==> src/rtl/lpt_pkg.sv <==
// Package: shared constants and types for the printer port register block.
// Assumes 8-bit registers and a four-address register window.
package lpt_pkg;
    localparam int DATA_W = 8;
    localparam int CTRL_W = 6;

    // Control bit positions (software-visible, fixed)
    localparam int CB_STROBE = 0;
    localparam int CB_AUTOFD = 1;
    localparam int CB_INIT   = 2;
    localparam int CB_SELIN  = 3;
    localparam int CB_IEN    = 4;
    localparam int CB_DIR    = 5;

    // Register selected by the low two address bits
    typedef enum logic [1:0] {
        SEL_DATA = 2'd0,
        SEL_STAT = 2'd1,
        SEL_CTRL = 2'd2,
        SEL_NONE = 2'd3
    } lpt_sel_e;
endpackage

==> src/rtl/lpt_addr_dec.sv <==
// Module: lpt_addr_dec
// Compares the host address with the base address. The low two offset bits
// and the alias bit are left out of the compare. Assumes that the base address
// has those bits cleared.
module lpt_addr_dec
    import lpt_pkg::*;
#(
    parameter int                ADDR_W    = 10,
    parameter logic [ADDR_W-1:0] BASE_ADDR = 10'h378,
    parameter int                ALIAS_BIT = 2
) (
    input  logic [ADDR_W-1:0] addr,
    output logic              hit,
    output lpt_sel_e          sel
);
    localparam logic [ADDR_W-1:0] OFS_MASK = ADDR_W'(3);
    localparam logic [ADDR_W-1:0] IGN_MASK = OFS_MASK | (ADDR_W'(1) << ALIAS_BIT);
    localparam logic [ADDR_W-1:0] BASE_CMP = BASE_ADDR & ~IGN_MASK;

    // Window match and register select
    always_comb begin
        hit = ((addr & ~IGN_MASK) == BASE_CMP);
        sel = lpt_sel_e'(addr[1:0]);
    end
endmodule

==> src/rtl/lpt_sync.sv <==
// Module: lpt_sync
// A multi-stage synchronizer for a vector of asynchronous inputs. Reset loads
// RST_VAL into every stage. Assumes STAGES >= 1.
module lpt_sync #(
    parameter int             W       = 5,
    parameter int             STAGES  = 2,
    parameter logic [W-1:0]   RST_VAL = '1
) (
    input  logic         clk,
    input  logic         rst_n,
    input  logic [W-1:0] d,
    output logic [W-1:0] q
);
    logic [W-1:0] stage [STAGES];

    for (genvar i = 0; i < STAGES; i++) begin : g_stage
        if (i == 0) begin : g_first
            // First stage captures the raw inputs
            always_ff @(posedge clk) begin
                if (!rst_n) stage[0] <= RST_VAL;
                else        stage[0] <= d;
            end
        end else begin : g_next
            // Later stages shift the previous stage along
            always_ff @(posedge clk) begin
                if (!rst_n) stage[i] <= RST_VAL;
                else        stage[i] <= stage[i-1];
            end
        end
    end

    assign q = stage[STAGES-1];
endmodule

==> src/rtl/lpt_rd_mux.sv <==
// Module: lpt_rd_mux
// Read data multiplexer. Returns 0xFF when no register is read or when the
// empty offset is read. Assumes that the control register is CTRL_W bits wide
// and that its unused upper bits read as 1.
module lpt_rd_mux
    import lpt_pkg::*;
(
    input  logic              rd_en,
    input  lpt_sel_e          sel,
    input  logic [DATA_W-1:0] pins,
    input  logic [DATA_W-1:0] status,
    input  logic [CTRL_W-1:0] ctrl,
    output logic [DATA_W-1:0] rdata
);
    // Select the byte returned to the host
    always_comb begin
        rdata = '1;
        if (rd_en) begin
            unique case (sel)
                SEL_DATA: rdata = pins;
                SEL_STAT: rdata = status;
                SEL_CTRL: rdata = {{(DATA_W-CTRL_W){1'b1}}, ctrl};
                SEL_NONE: rdata = '1;
            endcase
        end
    end
endmodule

==> src/rtl/lpt_port.sv <==
// Module: lpt_port (top)
// Printer port register block: data latch, control register and status view
// behind a host I/O window, with a bidirectional data direction bit.
// Assumes a synchronous host strobe interface and asynchronous printer inputs.
module lpt_port
    import lpt_pkg::*;
#(
    parameter int                ADDR_W      = 10,
    parameter logic [ADDR_W-1:0] BASE_ADDR   = 10'h378,
    parameter int                ALIAS_BIT   = 2,
    parameter int                SYNC_STAGES = 2
) (
    input  logic              clk,
    input  logic              rst_n,
    input  logic [ADDR_W-1:0] bus_addr,
    input  logic              bus_wr,
    input  logic              bus_rd,
    input  logic [7:0]        bus_wdata,
    output logic [7:0]        bus_rdata,
    output logic [7:0]        pd_out,
    output logic              pd_oe,
    input  logic [7:0]        pd_in,
    output logic              pin_strobe,
    output logic              pin_autofd,
    output logic              pin_init,
    output logic              pin_selin,
    input  logic              pin_ack,
    input  logic              pin_busy,
    input  logic              pin_perr,
    input  logic              pin_slct,
    input  logic              pin_fault,
    output logic              irq
);
    localparam int STAT_IN_W = 5;

    logic              dec_hit;
    lpt_sel_e          dec_sel;
    logic [DATA_W-1:0] data_q;
    logic [CTRL_W-1:0] ctrl_q;
    logic [STAT_IN_W-1:0] stat_raw;
    logic [STAT_IN_W-1:0] stat_s;
    logic [DATA_W-1:0] status;
    logic              wr_data;
    logic              wr_ctrl;

    lpt_addr_dec #(
        .ADDR_W    (ADDR_W),
        .BASE_ADDR (BASE_ADDR),
        .ALIAS_BIT (ALIAS_BIT)
    ) u_dec (
        .addr (bus_addr),
        .hit  (dec_hit),
        .sel  (dec_sel)
    );

    // Write enables per register
    always_comb begin
        wr_data = bus_wr && dec_hit && (dec_sel == SEL_DATA);
        wr_ctrl = bus_wr && dec_hit && (dec_sel == SEL_CTRL);
    end

    // Data latch feeding the data pins
    always_ff @(posedge clk) begin
        if (!rst_n)       data_q <= '0;
        else if (wr_data) data_q <= bus_wdata;
    end

    // Control register: handshake bits, interrupt enable, direction
    always_ff @(posedge clk) begin
        if (!rst_n)       ctrl_q <= '0;
        else if (wr_ctrl) ctrl_q <= bus_wdata[CTRL_W-1:0];
    end

    assign stat_raw = {pin_busy, pin_ack, pin_perr, pin_slct, pin_fault};

    lpt_sync #(
        .W       (STAT_IN_W),
        .STAGES  (SYNC_STAGES),
        .RST_VAL ('1)
    ) u_sync (
        .clk   (clk),
        .rst_n (rst_n),
        .d     (stat_raw),
        .q     (stat_s)
    );

    // Status byte: busy inverted, low three bits fixed high
    assign status = {~stat_s[4], stat_s[3:0], 3'b111};

    lpt_rd_mux u_rd (
        .rd_en  (bus_rd && dec_hit),
        .sel    (dec_sel),
        .pins   (pd_in),
        .status (status),
        .ctrl   (ctrl_q),
        .rdata  (bus_rdata)
    );

    // Pin drive with the fixed output polarity
    assign pd_out     = data_q;
    assign pd_oe      = ~ctrl_q[CB_DIR];
    assign pin_strobe = ~ctrl_q[CB_STROBE];
    assign pin_autofd = ~ctrl_q[CB_AUTOFD];
    assign pin_init   =  ctrl_q[CB_INIT];
    assign pin_selin  = ~ctrl_q[CB_SELIN];
    assign irq        =  ctrl_q[CB_IEN] & ~stat_s[3];
endmodule

==> config.mk <==
export PLATFORM = sky130hd
export DESIGN_NAME = lpt_port
export DESIGN_NICKNAME = d
export VERILOG_FILES = /design/src/rtl/lpt_pkg.sv /design/src/rtl/lpt_addr_dec.sv /design/src/rtl/lpt_sync.sv /design/src/rtl/lpt_rd_mux.sv /design/src/rtl/lpt_port.sv
export SDC_FILE = /design/constraint.sdc
export NUM_CORES = 1
export LEC_CHECK = 0
export BUFFER_PORTS_ARGS = -buffer_cell sky130_fd_sc_hd__buf_4
export CAP_MARGIN = 0
export CORE_MARGIN = 2
export CORE_UTILIZATION = 47
export DETAILED_ROUTE_END_ITERATION = 16
export GPL_TIMING_DRIVEN = 0
export PLACE_DENSITY = 0.85
export SLEW_MARGIN = 20
export SYNTH_ARGS = -nofsm -noshare
export SYNTH_HDL_FRONTEND = slang
export SYNTH_HIERARCHICAL = 1
export SYNTH_SLANG_ARGS = --single-unit
==> constraint.sdc <==
create_clock -name clk -period 2.3 [get_ports clk]
set_input_delay 0.115 -clock clk [delete_from_list [all_inputs] [get_ports clk]]
set_output_delay 0.115 -clock clk [all_outputs]
set_load 0.03 [all_outputs]
==> impl_metrics.yaml <==
run_status:
  status: "finished clean"
clock_network:
  cts_max_level: 1
  cts_tree: "built"
  numClockSinks: 24
  cts_resized: 0
  clockBufferDepth: 2
  post-cts-setup-buffers: 0
  clockRootBuffer: "clkbuf_4"
  path_clk_slew_ps: 120
  clkLatencyLatePin_ps: 310
  cts_buffers: 3
timing:
  fin_crit_sh_pct: 70.9
  fin_setup_tns_ps: 0
  finClkSkew_ps: 0.574
  slew_viol_final: 0
  rsz0062_at_grt: "false"
  max_freq_mhz: 613
  min_period_ps: 1630
  hold_viol: 0
  finalSetupViolations: 0
floorplan:
  start_util_pct: 49.0
  core_area_sq_um: 2190
  dieArea_sq_um: 2680
  die_y_um: 51.8
  dieWidth_um: 51.8
  io_pins: 57
  num_rows: 17
power_and_ir_drop:
  p_comb_share_pct: 11.4
  switching_share_pct: 19.3
  p_total_uw: 816
  p_sw_uw: 158
  pwr-share-clk_pct: 36.4
  ir_worst_vdd_uv: 388
  power_density_nw_per_um2: 505
  p_int_uw: 659
  leakagePower_nw: 0.767
  p_seq_share_pct: 52.2
finish:
  area_growth_pct: 50.6
  n_antenna_cell: 0
  final_layout_size_suffix_gt1_share_pct: 36.3
  mostFrequentLayoutCells: "buf_4, nand2_1, dfxtp_1"
  nets: 215
  final_common_cell: "buf_4"
  fillers: 160
  final_util_pct: 73.8
worst_setup_path:
  crit_type: "input pin to primary output"
  start_kind: "input pin"
  cp.required_ps: 2180
  cp_data_arrival_time_ps: 1520
  critPathMaxStageDelay_ps: 390
  crit_chain: "buf_4, nand4b_1, nor2_1, and2_1, nor2b_1, a22oi_1, buf_4"
  rr_worst_depth: 2
  r2r_setup_slack_ps: 1640
  cpMostUsedCell: "buf_4"
  cp_slowest_cell: "nor2b_1"
  crit_fanout: 6
  critPathCaptureType: "primary output"
route:
  dr.pass1.iters: 4
  initialDrtViolationCount: 17
  antenna_left: 0
  vias: 993
  viasPerCell: 4.80
  wl_per_cell_um: 12.7
  drt_wl_total_mm: 2.63
  drc: 0
grt:
  grt_usage_pct: 21.3
  overflow: 0
  first_global_vias: 1004
  grt_max_degree: 15
  grt_pass1_wl_mm: 4.24
  antenna_found_initial: 0
hold_path:
  hold-path-cell-count: 3
  worstHoldPathType: "input pin to flip-flop"
placed_design:
  gp_congestion: 0.789
  dpl.hpwl_mm: 1.94
  io_buffers: 53
synth:
  synth_top_area_share_pct: 44.8
  synthCells: 115
  ys_warn_count: 6
  synth.top_cells.by_area: "dfxtp_1, mux2i_1, nand2_1, nand2b_1, a22oi_1"
  avgSynthCellArea_sq_um: 9.34
  netlist_area_sq_um: 1070
  synth_cell_type_count: 19
  synth_seq_area_share_pct: 44.8
  yosys.area.top_type: "dfxtp_1"
  synth-seq-cells: 24
flow_run:
  max-cap-violations: 0
==> stage by stage <==
step                instances  setup slack (ps)  hold slack [ps]  area [sq um]
floorplan                 117               985              188          1080
global placement          198               717              297          1510
detailed placement        198               718              304          1510
CTS                       207               696             37.1          1620
global route              207               565             43.8          1620
finish                    207               668             45.5          1620
==> layer usage <==
| metal | vias to the layer above | wire (um) | GRT usage, % |
|---|---|---|---|
| met4 | 0 | 59 | 12.3 |
| met3 | 6 | 162 | 4.60 |
| met2 | 39 | 1430 | 38.2 |
| met1 | 448 | 981 | 22.8 |
| met5 | - | 0 | 0 |
| li1 | 500 | - | - |
==> final timing paths <==
check	endpoint	startpoint
worst max-delay path	bus_rdata[4]	bus_addr[7]
worst min-delay path	pd_out[7]$_SDFFE_PN0P_	bus_wdata[7]
worst max register to register	ctrl_q[0]$_SDFFE_PN0P_	ctrl_q[0]$_SDFFE_PN0P_
worst min register to register	u_sync/stage[1][2]$_SDFF_PN1_	u_sync/stage[0][2]$_SDFF_PN1_
==> synth_stat cells <==
cell type,n
and4bb_1,1
nand3_1,1
buf_2,2
and2_1,2
buf_6,2
inv_1,5
nand2_1,24
buf_4,2
nor2_1,7
mux2i_1,22
clkbuf_1,1
and2b_2,1
nor2b_1,2
dfxtp_1,24
nand4b_1,1
a22oi_1,6
nand2b_1,10
nand4b_2,1
conb_1,1
==> what timing repair did <==
action                                  CTS  global route
hold buffers                              5             0
endpoints found under the hold margin     5             0
endpoints found under the setup margin    0             0
==> critical path: cells and delay by family <==
family	cells	cell delay, ps
AND/OR/NAND/NOR	4	900
buffers and inverters	2	300
AO/OA/AOI/OAI	1	180
==> sequential cells by signal, indices dropped and copies added, names as in the netlist <==
signal	flops
pd_out	8
ctrl_q	6
u_sync/stage	10
==> power groups by stage <==
stage | clock [mW] | sequential, mW | combinational [mW]
6_report | 0.297 | 0.426 | 0.0933
2_1_floorplan | 0 | 0.435 | 0.0362
3_5_place_dp | 0 | 0.435 | 0.0858
5_1_grt | 0.322 | 0.427 | 0.102
3_3_place_gp | 0 | 0.435 | 0.0830
4_1_cts | 0.305 | 0.426 | 0.0931
==> cell type report <==
type | count | area [sq um] | area share [%]
Sequential cell | 24 | 480 | 29.7
Tap cell | 28 | 35.0 | 2.17
Timing Repair Buffer | 58 | 448 | 27.7
Clock inverter | 1 | 30.0 | 1.86
Clock buffer | 3 | 22.5 | 1.39
Buffer | 7 | 51.3 | 3.17
Inverter | 5 | 18.8 | 1.16
Multi-Input combinational cell | 81 | 531 | 32.8
==> cell families after synthesis <==
logic type	Yosys count	synth area share [%]
AOI/OAI and AO/OA	6	4.20
buffers and inverters	12	6.53
DFF	24	44.8
muxes	22	20.5
other	1	0.349
and+or+nand+nor	50	23.7
No activity file was read; power rests on OpenSTA's default activity.
